File: config.mk
export PLATFORM = sky130hd
export DESIGN_NAME = psr_access_unit
export DESIGN_NICKNAME = d
export VERILOG_FILES = /design/src/rtl/psr_pkg.sv /design/src/rtl/psr_ctrl.sv /design/src/rtl/psr_datapath.sv /design/src/rtl/psr_access_unit.sv
export SDC_FILE = /design/constraint.sdc
export NUM_CORES = 1
export LEC_CHECK = 0
export ABC_CLOCK_PERIOD_IN_PS = 4300
export BUFFER_PORTS_ARGS = -buffer_cell sky130_fd_sc_hd__buf_2
export CAP_MARGIN = 5
export CELL_PAD_IN_SITES_DETAIL_PLACEMENT = 2
export CELL_PAD_IN_SITES_GLOBAL_PLACEMENT = 2
export CORE_MARGIN = 2
export CORE_UTILIZATION = 40
export DETAILED_ROUTE_END_ITERATION = 6
export GPL_ROUTABILITY_DRIVEN = 1
export GPL_TIMING_DRIVEN = 1
export PLACE_DENSITY_LB_ADDON = 0.1
export REMOVE_ABC_BUFFERS = 1
export SLEW_MARGIN = 10
export SYNTH_ARGS = -nofsm -noshare
export SYNTH_HDL_FRONTEND = slang
export SYNTH_SLANG_ARGS = --single-unit
File: constraint.sdc
create_clock -name clk -period 4.3 [get_ports clk]
set_clock_uncertainty 0.2 [all_clocks]
set_input_delay 0.86 -clock clk [delete_from_list [all_inputs] [get_ports clk]]
set_output_delay 0.86 -clock clk [all_outputs]
set_load 0.01 [all_outputs]
File: src/rtl/psr_pkg.sv
package psr_pkg;
  localparam int DATA_W     = 32;
  localparam int FLAG_W     = 4;
  localparam int NUM_BANKS  = 5;
  localparam int BANK_IDX_W = $clog2(NUM_BANKS);
  localparam int MODE_W     = 5;

  localparam logic [MODE_W-1:0] MODE_USR = 5'b10000;
  localparam logic [MODE_W-1:0] MODE_FIQ = 5'b10001;
  localparam logic [MODE_W-1:0] MODE_IRQ = 5'b10010;
  localparam logic [MODE_W-1:0] MODE_SVC = 5'b10011;
  localparam logic [MODE_W-1:0] MODE_ABT = 5'b10111;
  localparam logic [MODE_W-1:0] MODE_UND = 5'b11011;
  localparam logic [MODE_W-1:0] MODE_SYS = 5'b11111;

  localparam logic [DATA_W-1:0] PSR_RESET = 32'h0000_00D3;

  // strobes from control to datapath
  typedef struct packed {
    logic                  wrCur;
    logic                  wrSaved;
    logic                  flagsOnly;
    logic                  selImm;
    logic                  rdCur;
    logic                  rdSaved;
    logic [BANK_IDX_W-1:0] bankIdx;
  } psr_ctrl_t;
endpackage

File: src/rtl/psr_ctrl.sv
module psr_ctrl
  import psr_pkg::*;
#(
  parameter int REG_W = 4
) (
  input  logic              opValid,
  input  logic              condPass,
  input  logic              isWrite,
  input  logic              targetSaved,
  input  logic              flagsOnly,
  input  logic              useImm,
  input  logic [REG_W-1:0]  regIdx,
  input  logic [MODE_W-1:0] curMode,
  output psr_ctrl_t         ctrl,
  output logic              opInvalid
);
  localparam logic [REG_W-1:0] REG_ILLEGAL = {REG_W{1'b1}};

  logic                  fire;
  logic                  usesReg;
  logic                  go;
  logic                  bankHit;
  logic [BANK_IDX_W-1:0] bankIdx;
  logic                  isUser;

  always_comb begin
    bankHit = 1'b1;
    bankIdx = '0;
    unique case (curMode)
      MODE_FIQ: bankIdx = BANK_IDX_W'(0);
      MODE_IRQ: bankIdx = BANK_IDX_W'(1);
      MODE_SVC: bankIdx = BANK_IDX_W'(2);
      MODE_ABT: bankIdx = BANK_IDX_W'(3);
      MODE_UND: bankIdx = BANK_IDX_W'(4);
      default:  bankHit = 1'b0;
    endcase
  end

  assign fire      = opValid && condPass;
  assign usesReg   = !(isWrite && useImm);
  assign opInvalid = fire && usesReg && (regIdx == REG_ILLEGAL);
  assign go        = fire && !opInvalid;
  assign isUser    = (curMode == MODE_USR);

  always_comb begin
    ctrl           = '0;
    ctrl.wrCur     = go && isWrite && !targetSaved;
    ctrl.wrSaved   = go && isWrite && targetSaved && bankHit;
    ctrl.flagsOnly = flagsOnly || useImm || (isUser && !targetSaved);
    ctrl.selImm    = useImm;
    ctrl.rdCur     = go && !isWrite && !targetSaved;
    ctrl.rdSaved   = go && !isWrite && targetSaved && bankHit;
    ctrl.bankIdx   = bankIdx;
  end
endmodule

File: src/rtl/psr_datapath.sv
module psr_datapath
  import psr_pkg::*;
#(
  parameter int IMM_W = 12
) (
  input  logic              clk,
  input  logic              rstN,
  input  psr_ctrl_t         ctrl,
  input  logic [DATA_W-1:0] regData,
  input  logic [IMM_W-1:0]  immField,
  output logic [DATA_W-1:0] curPsr,
  output logic [DATA_W-1:0] rdData
);
  localparam int VAL_W = 8;
  localparam int ROT_W = IMM_W - VAL_W;
  localparam int AMT_W = ROT_W + 1;

  logic [AMT_W-1:0]    rotAmt;
  logic [DATA_W-1:0]   immExt;
  logic [2*DATA_W-1:0] immDbl;
  logic [DATA_W-1:0]   srcWord;
  logic [DATA_W-1:0]   curNext;
  logic [DATA_W-1:0]   savedNext;
  logic [DATA_W-1:0]   bankView [NUM_BANKS];
  logic [DATA_W-1:0]   curQ;

  function automatic logic [DATA_W-1:0] mergeWord(
    input logic [DATA_W-1:0] oldW,
    input logic [DATA_W-1:0] newW,
    input logic              onlyFlags
  );
    if (onlyFlags)
      return {newW[DATA_W-1 -: FLAG_W], oldW[DATA_W-FLAG_W-1:0]};
    return newW;
  endfunction

  // rotate right by twice the upper field
  assign rotAmt  = {immField[IMM_W-1:VAL_W], 1'b0};
  assign immExt  = {{(DATA_W-VAL_W){1'b0}}, immField[VAL_W-1:0]};
  assign immDbl  = {immExt, immExt} >> rotAmt;
  assign srcWord = ctrl.selImm ? immDbl[DATA_W-1:0] : regData;

  assign curNext   = mergeWord(curQ, srcWord, ctrl.flagsOnly);
  assign savedNext = mergeWord(bankView[ctrl.bankIdx], srcWord, ctrl.flagsOnly);

  always_ff @(posedge clk or negedge rstN) begin
    if (!rstN)           curQ <= PSR_RESET;
    else if (ctrl.wrCur) curQ <= curNext;
  end

  for (genvar b = 0; b < NUM_BANKS; b++) begin : g_bank
    logic [DATA_W-1:0] savedQ;
    always_ff @(posedge clk or negedge rstN) begin
      if (!rstN)
        savedQ <= '0;
      else if (ctrl.wrSaved && (ctrl.bankIdx == BANK_IDX_W'(b)))
        savedQ <= savedNext;
    end
    assign bankView[b] = savedQ;
  end

  assign curPsr = curQ;

  always_comb begin
    if (ctrl.rdCur)        rdData = curQ;
    else if (ctrl.rdSaved) rdData = bankView[ctrl.bankIdx];
    else                   rdData = '0;
  end
endmodule

File: src/rtl/psr_access_unit.sv
module psr_access_unit
  import psr_pkg::*;
#(
  parameter int REG_W = 4,
  parameter int IMM_W = 12
) (
  input  logic              clk,
  input  logic              rstN,
  input  logic              opValid,
  input  logic              condPass,
  input  logic              isWrite,
  input  logic              targetSaved,
  input  logic              flagsOnly,
  input  logic              useImm,
  input  logic [REG_W-1:0]  regIdx,
  input  logic [DATA_W-1:0] regData,
  input  logic [IMM_W-1:0]  immField,
  output logic [DATA_W-1:0] rdData,
  output logic [DATA_W-1:0] curPsr,
  output logic              opInvalid
);
  psr_ctrl_t ctrl;

  psr_ctrl #(.REG_W(REG_W)) u_ctrl (
    .opValid    (opValid),
    .condPass   (condPass),
    .isWrite    (isWrite),
    .targetSaved(targetSaved),
    .flagsOnly  (flagsOnly),
    .useImm     (useImm),
    .regIdx     (regIdx),
    .curMode    (curPsr[MODE_W-1:0]),
    .ctrl       (ctrl),
    .opInvalid  (opInvalid)
  );

  psr_datapath #(.IMM_W(IMM_W)) u_dp (
    .clk     (clk),
    .rstN    (rstN),
    .ctrl    (ctrl),
    .regData (regData),
    .immField(immField),
    .curPsr  (curPsr),
    .rdData  (rdData)
  );
endmodule

==> results of run 1 <==
==> worst min path at each step <==
stage                                    startpoint  slack [ns]                   endpoint  depth (start not counted)
final                     u_dp.g_bank[4].savedQ[11]        0.28  u_dp.g_bank[4].savedQ[11]                          2
after global routing      u_dp.g_bank[4].savedQ[26]        0.31  u_dp.g_bank[4].savedQ[26]                          2
after CTS                 u_dp.g_bank[4].savedQ[11]        0.29  u_dp.g_bank[4].savedQ[11]                          2
after detailed placement  u_dp.g_bank[4].savedQ[11]        0.27  u_dp.g_bank[4].savedQ[11]                          2
after global placement    u_dp.g_bank[4].savedQ[26]        0.26  u_dp.g_bank[4].savedQ[26]                          2
after floorplan           u_dp.g_bank[4].savedQ[10]        0.24  u_dp.g_bank[4].savedQ[10]                          2
==> worst max-delay path: cells and delay by family (launching register included) <==
kind | cells | cell delay [ns]
buffers and inverters | 2 | 0.58
flip-flops | 1 | 0.82
AO/OA/AOI/OAI | 3 | 0.75
AND/OR/NAND/NOR | 2 | 0.48
==> registers in the layout, indices dropped and copies added, names as in the netlist <==
signal              flops
u_dp.g_bank.savedQ    160
u_dp.curPsr            32
==> cell usage in the layout (no fill, tap or decap), drive strengths merged, types with 5 or more instances in the layout <==
cell / n
o22a: 7
o2bb2ai: 5
o21a: 16
nor2b: 28
a22oi: 11
a221o: 24
o221ai: 17
a2bb2oi: 29
inv: 38
a21oi: 13
o221a: 21
o211ai: 20
nor2: 28
dfrtp: 187
mux2: 53
nand2: 133
or3: 9
clkbuf: 18
dfstp: 5
mux2i: 37
o21ai: 163
nand2b: 7
clkinv: 5
o31ai: 25
o22ai: 6
a211oi: 6
buf: 157
==> what timing repair did <==
action | CTS | global route
setup endpoints to repair | 4 | 0
setup buffers | 0 | 0
resized for setup | 2 | 0
==> layout make-up <==
class / count / area (µm²) / share of cell area
clock buffer: 17 / 425 / 0.0363
clock inverter: 14 / 124 / 0.0106
inverter: 30 / 113 / 0.00960
multi-input combinational: 705 / 4910 / 0.418
sequential: 192 / 4810 / 0.410
tap: 330 / 413 / 0.0352
timing repair buffer: 158 / 932 / 0.0795
==> where the power goes <==
group	internal, mW	switching [mW]	total, mW
Clock	0.762	0.794	1.56
Sequential	1.95	0.139	2.09
Combinational	0.479	0.796	1.27
Total	3.19	1.73	4.92
==> layer usage <==
layer  global-route usage  wire length [µm]  up-vias
li1                     -                 -     3920
met1                0.398             17200     4755
met2                0.497             19100      201
met3               0.0350              1480       43
met4               0.0909               660        0
met5                    0                 0        -
==> logic make-up (layout without fill, tap and decap cells) <==
family / after synthesis / after routing / synth area share
DFF: 192 / 192 / 0.474
muxes: 90 / 90 / 0.0967
AOI/OAI and AO/OA: 379 / 379 / 0.270
and+or+nand+nor: 236 / 236 / 0.111
buffers and inverters: 117 / 219 / 0.0487
==> metrics by stage <==
stage / utilization / power (mW)
after floorplan: - / 2.81
after global placement: 0.446 / 3.33
after detailed placement: 0.446 / 3.38
after CTS: 0.469 / 4.94
after global routing: 0.469 / 5.13
final: 0.469 / 4.92
==> qor.yml, run 1 <==
yosys:
  yosysTopAreaCellShare: 0.461
  synthTopCellsByArea: "dfrtp_1 (46%), o21ai_0 (6.0%), mux2_2 (5.4%)"
  synth_top_cell_by_area: "dfrtp_1"
  synth_seq_cells: 192
  synth-seq-area-share: 0.474
  postSynth.asyncResetShare: 1.00
  yosys-top-cells-count: "dfrtp_1 (187), nand2_1 (132), o21ai_0 (121), clkbuf_1 (51), mux2_2 (49)"
  avgSynthCellArea_um2: 10.0
  synth_ff_type: "dfrtp_1"
  synth_area_um2: 10200
  ys_warn_count: 0
  synth_edf_count: 0
  synth.distinct_cells: 66
  synth_most_common_cell: "dfrtp_1"
  synthCells: 1014
final_layout:
  nNetsFinal: 1160
  final_cells: 1446
  final_area_um2: 11700
  syn2layout_area_growth_pct: 15.5
  nFillCells: 2667
  drive_gt1_frac: 0.272
  n_antenna_cell: 0
setup_path:
  crit_path_start_kind: "register"
  rrSetupSlack_ns: 1.13
  end_kind: "output pin"
  max_stage_delay_ns: 0.82
  r2r-start: "u_dp.curPsr[0]"
  critPathKind: "register to output pin"
  timing.critical_path.mode_cell: "o21ai_0"
  cp.arrival_ns: 3.08
  r2r_end: "u_dp.g_bank[1].savedQ[18]"
  cp_slowest_cell: "dfstp_4"
  critPathRequiredTime_ns: 3.24
  startpoint: "u_dp.curPsr[0]"
  cp_max_fo: 26
  critPathCapture: "rdData[0]"
  crit_chain: "and4b_1, and2_0, buf_4, a221o_1, o21ai_0, o21ai_0, buf_2"
  r2r_cells: 7
cts:
  clk_latency_ns: 0.44
  numClockSinks: 192
  cts_buffers: 17
  cts.htree.levels: 4
  clkTransAtPathRegs_ns: 0.08
  cts.path.max_buffers: 2
  ctsHoldBuffers: 0
  cts_tree: "built"
  cts_root_buf: "clkbuf_16"
timing:
  finalCritPeriodShare: 0.963
  rsz0062_at_grt: "no"
  min_period_ns: 4.14
  final_max_slew_viol_count: 0
  fin_hold_ws_ns: 0.281
  tightest_slew_ns: 1.02
  fin_ws_ns: 0.161
  setup_viol: 0
  fin_tns_setup_ns: 0
  max_freq_mhz: 242
  max-slew-margin-rel: 0.318
  hold_viol: 0
route:
  drt_iter0_drc: 625
  firstDrtPassIters: 7
  wl_per_cell_um: 26.6
  vias: 8919
  antenna_left: 0
  wl_mm: 38.5
  vias_per_cell: 6.17
  drc: 7
global_route:
  grt_pass1_wl_mm: 59.2
  grt_pass1_vias: 9665
  grt.total_usage: 0.295
  grt.overflow.total: 0
  grt_max_degree: 98
  antenna_found_initial: 0
placed_design:
  place_hpwl_mm: 24.8
  gp_congestion: 0.786
  pre_cts_slack_ns: 0.431
  placed_cells: 1415
  numPortBuffers: 120
  placedInstanceArea_um2: 11200
outcome:
  violations: "design-rule violations"
  outcome: "complete, but fails checks"
floorplan:
  dieArea_um2: 26700
  core_area_um2: 25000
  num_rows: 58
  die_y_um: 163
  die_w_um: 163
  ioPinCount: 121
  start_util: 0.405
flow_run:
  cap_viol_max_count: 0
power:
  p_leak_nw: 5.18
  ir_worst_vdd_mv: 0.203
  powerDensity_nw_per_um2: 419
hold_path:
  hp-class: "register to register"
No activity file was read; power rests on OpenSTA's default activity.
==> run 2, diff against run 1 <==
--- a/config.mk
+++ b/config.mk
@@ -5,13 +5,14 @@
 export SDC_FILE = /design/constraint.sdc
 export NUM_CORES = 1
 export LEC_CHECK = 0
+export ABC_AREA = 1
 export ABC_CLOCK_PERIOD_IN_PS = 4300
 export BUFFER_PORTS_ARGS = -buffer_cell sky130_fd_sc_hd__buf_2
 export CAP_MARGIN = 5
 export CELL_PAD_IN_SITES_DETAIL_PLACEMENT = 2
 export CELL_PAD_IN_SITES_GLOBAL_PLACEMENT = 2
 export CORE_MARGIN = 2
-export CORE_UTILIZATION = 40
+export CORE_UTILIZATION = 36
 export DETAILED_ROUTE_END_ITERATION = 6
 export GPL_ROUTABILITY_DRIVEN = 1
 export GPL_TIMING_DRIVEN = 1
==> run 2 against run 1 <==
Effect of this change:
- the run now ends clean
- worst setup slack worse by 0.0079 ns
- clock-buffer cell count is the same
- first-iteration DRC count grew 29%
- sequential power increased by 3%
- design area is 3.2% higher
- die area rose by 14%
- final cell count grew 33%
- global-route usage rose by 3.3 points
- combinational power grew 7%
- flip-flop and latch count is the same
- critical endpoint is now rdData[4]
- highest routed layer is now met5
==> qor.yml, run 2 <==
outcome:
  outcome: "finished clean"  # was complete, but fails checks
final_layout:
  syn2layout_area_growth_pct: 15.8  # was 15.5%
  regArea_um2: 4810  # unchanged
  drive_gt1_frac: 0.145  # was 0.272
  multi_input_area_um2: 4970  # was 4910 µm²
  n_antenna_cell: 0  # unchanged
  largest_register_ffs: 160  # unchanged
  final_cell_mix: "nand2_1 (535), nand3_1 (246), dfrtp_1 (187)"  # was dfrtp_1 (187), nand2_1 (132), o21ai_0 (121)
  nFillCells: 3439  # was 2,667
  regMostFlops: "u_dp.g_bank.savedQ"  # unchanged
  final_common_cell: "nand2_1"  # was dfrtp_1
  final_area_um2: 12100  # was 11,700 µm²
  final_util: 0.423  # was 0.469
  nNetsFinal: 1585  # was 1,160
cts:
  cts.path.max_buffers: 2  # unchanged
  cts_buffers: 17  # unchanged
  numClockSinks: 192  # unchanged
  cts.htree.levels: 4  # unchanged
  ctsHoldBuffers: 0  # unchanged
  cts_root_buf: "clkbuf_16"  # unchanged
  cts_tree: "built"  # unchanged
  clk_latency_ns: 0.47  # was 0.44 ns
  clkTransAtPathRegs_ns: 0.08  # about the same
route:
  drc: 0  # was 7
  firstDrtPassIters: 7  # unchanged
  vias_per_cell: 5.91  # was 6.17
  wl_per_cell_um: 25.5  # was 26.6 µm
  antenna_left: 0  # unchanged
  vias: 11389  # was 8,919
  wl_mm: 49.1  # was 38.5 mm
  drt_iter0_drc: 805  # was 625
floorplan:
  die_y_um: 174  # was 163 µm
  num_rows: 62  # was 58
  ioPinCount: 121  # unchanged
  die_w_um: 174  # was 163 µm
  start_util: 0.365  # was 0.405
  core_area_um2: 28600  # was 25,000 µm²
  dieArea_um2: 30400  # was 26,700 µm²
yosys:
  synth_most_common_cell: "nand2_1"  # was dfrtp_1
  synth_ff_type: "dfrtp_1"  # unchanged
  synth_area_um2: 10500  # was 10,200 µm²
  synth.distinct_cells: 30  # was 66
  avgSynthCellArea_um2: 7.26  # was 10.0 µm²
  synth_top_cell_by_area: "dfrtp_1"  # unchanged
  postSynth.asyncResetShare: 1.00  # unchanged
  synthCells: 1439  # was 1,014
  synthTopCellsByArea: "dfrtp_1 (45%), nand2_1 (19%), nand3_1 (12%)"  # was dfrtp_1 (46%), o21ai_0 (6.0%), mux2_2 (5.4%)
  synth_seq_cells: 192  # unchanged
  ys_warn_count: 0  # unchanged
  yosys-top-cells-count: "nand2_1 (535), nand3_1 (246), dfrtp_1 (187), nand4_1 (77), inv_1 (72)"  # was dfrtp_1 (187), nand2_1 (132), o21ai_0 (121), clkbuf_1 (51), mux2_2 (49)
  synth_edf_count: 0  # unchanged
  yosysTopAreaCellShare: 0.448  # was 0.461
  synth-seq-area-share: 0.460  # was 0.474
setup_path:
  max_stage_delay_ns: 0.50  # was 0.82 ns
  crit_chain: "nor2_4, nand3_1, nand2_1, nor2_1, o21ai_2, nand4_1, buf_4, o22ai_1, buf_2"  # was and4b_1, and2_0, buf_4, a221o_1, o21ai_0, o21ai_0, buf_2
  critPathKind: "register to output pin"  # unchanged
  cp_max_fo: 15  # was 26
  end_kind: "output pin"  # unchanged
  crit_path_start_kind: "register"  # unchanged
  startpoint: "u_dp.curPsr[3]"  # was u_dp.curPsr[0]
  critPathRequiredTime_ns: 3.24  # about the same
  r2r-start: "u_dp.curPsr[3]"  # was u_dp.curPsr[0]
  cp_slowest_cell: "dfrtp_1"  # was dfstp_4
  r2r_cells: 10  # was 7
  r2r_end: "u_dp.g_bank[4].savedQ[27]"  # was u_dp.g_bank[1].savedQ[18]
  cp.arrival_ns: 3.09  # was 3.08 ns
  rrSetupSlack_ns: 0.89  # was 1.13 ns
  critPathCapture: "rdData[4]"  # was rdData[0]
hold_path:
  hp-class: "input port to asynchronous set/reset pin"  # was register to register
timing:
  rsz0062_at_grt: "no"  # unchanged
  max-slew-margin-rel: 0.264  # was 0.318
  finalCritPeriodShare: 0.964  # was 0.963
  max_freq_mhz: 241  # was 242 MHz
  tightest_slew_ns: 1.09  # was 1.02 ns
  fin_ws_ns: 0.153  # was 0.161 ns
  hold_viol: 0  # unchanged
  min_period_ns: 4.15  # was 4.14 ns
  final_max_slew_viol_count: 0  # unchanged
  setup_viol: 0  # unchanged
global_route:
  antenna_found_initial: 2  # was 0
  grt.total_usage: 0.328  # was 0.295
  grt_pass1_wl_mm: 75.1  # was 59.2 mm
  grt.overflow.total: 0  # unchanged
  grt_pass1_vias: 12183  # was 9,665
  grt_max_degree: 84  # was 98
placed_design:
  numPortBuffers: 120  # unchanged
  gp_congestion: 0.828  # was 0.786
  placedInstanceArea_um2: 11500  # was 11,200 µm²
  pre_cts_slack_ns: 0.648  # was 0.431 ns
  place_hpwl_mm: 31.7  # was 24.8 mm
power:
  p_total_mw: 5.18  # was 4.92 mW
  powerDensity_nw_per_um2: 428  # was 419 nW/µm²
  p_leak_nw: 6.63  # was 5.18 nW
  ir_worst_vdd_mv: 0.280  # was 0.203 mV
flow_run:
  cap_viol_max_count: 0  # unchanged
run 2: cell types whose count changed in the layout (fill, tap and decap cells not counted), sizes merged, moves of 28 or more:
cell,change
nor2b,-28
o22ai,+33
mux2i,-37
a2bb2oi,-29
nand2,+405
nand4,+75
nor2,+29
o21ai,-95
nand3,+245
mux2,-53
inv,+50
run 2: layout make-up:
| class | instances | area share |
|---|---|---|
| clock inverter | 15 | 0.0125 |
| tap | 384 | 0.0397 |
| sequential | 192 | 0.398 |
| inverter | 81 | 0.0251 |
| clock buffer | 17 | 0.0351 |
| multi-input combinational | 1077 | 0.411 |
| timing repair buffer | 160 | 0.0793 |
run 2: cell families (layout without fill, tap and decap cells):
kind of cell | Yosys count | count (layout) | share of synthesized area
AND/OR/NAND/NOR | 927 | 927 | 0.388
AO/OA/AOI/OAI | 150 | 150 | 0.0868
flip-flops | 192 | 192 | 0.460
buffers and inverters | 170 | 273 | 0.0652
run 2: per-layer routing:
metal	vias up	routed length, µm	GRT usage
met2	402	23400	0.549
met4	4	1470	0.117
li1	4989	-	-
met5	-	30	0
met1	5884	21300	0.429
met3	110	2890	0.0536
run 2: worst min-delay path by stage:
stage          slack [ns]  depth (start not counted)                 startpoint                        end
6_report             0.25                          1                       rstN  u_dp.g_bank[3].savedQ[23]
5_1_grt              0.30                          1                       rstN  u_dp.g_bank[3].savedQ[23]
3_5_place_dp         0.26                          2  u_dp.g_bank[3].savedQ[31]  u_dp.g_bank[3].savedQ[31]
4_1_cts              0.28                          2  u_dp.g_bank[3].savedQ[31]  u_dp.g_bank[3].savedQ[31]
3_3_place_gp         0.25                          2  u_dp.g_bank[3].savedQ[31]  u_dp.g_bank[3].savedQ[31]
2_1_floorplan        0.24                          2  u_dp.g_bank[3].savedQ[28]  u_dp.g_bank[3].savedQ[28]
run 2: what timing repair did:
| action | CTS | global route |
|---|---|---|
| gates resized for setup | 0 | 1 |
| setup endpoints to repair | 0 | 2 |
| setup buffers | 0 | 1 |
run 2: worst max-delay path, delay by kind of cell, from the launching register on:
| kind | cells | cell delay (ns) |
|---|---|---|
| flip-flops | 1 | 0.50 |
| AO/OA/AOI/OAI | 2 | 0.45 |
| AND/OR/NAND/NOR | 5 | 1.21 |
| buffers and inverters | 2 | 0.46 |
run 2: power breakdown:
| group | leakage (nW) | switching (mW) | internal [mW] | total (mW) |
|---|---|---|---|---|
| clock network | 0.273 | 0.843 | 0.820 | 1.66 |
| logic | 3.79 | 0.992 | 0.372 | 1.36 |
| registers | 2.57 | 0.153 | 2.00 | 2.15 |
run 2: metrics by stage:
stage          instances  hold slack [ns]  TNS [ns]
6_report            1926            0.248         0
5_1_grt             1926            0.304         0
4_1_cts             1925            0.283         0
3_5_place_dp        1893            0.264         0
3_3_place_gp        1893            0.254         0
2_1_floorplan       1350            0.237   -100.11
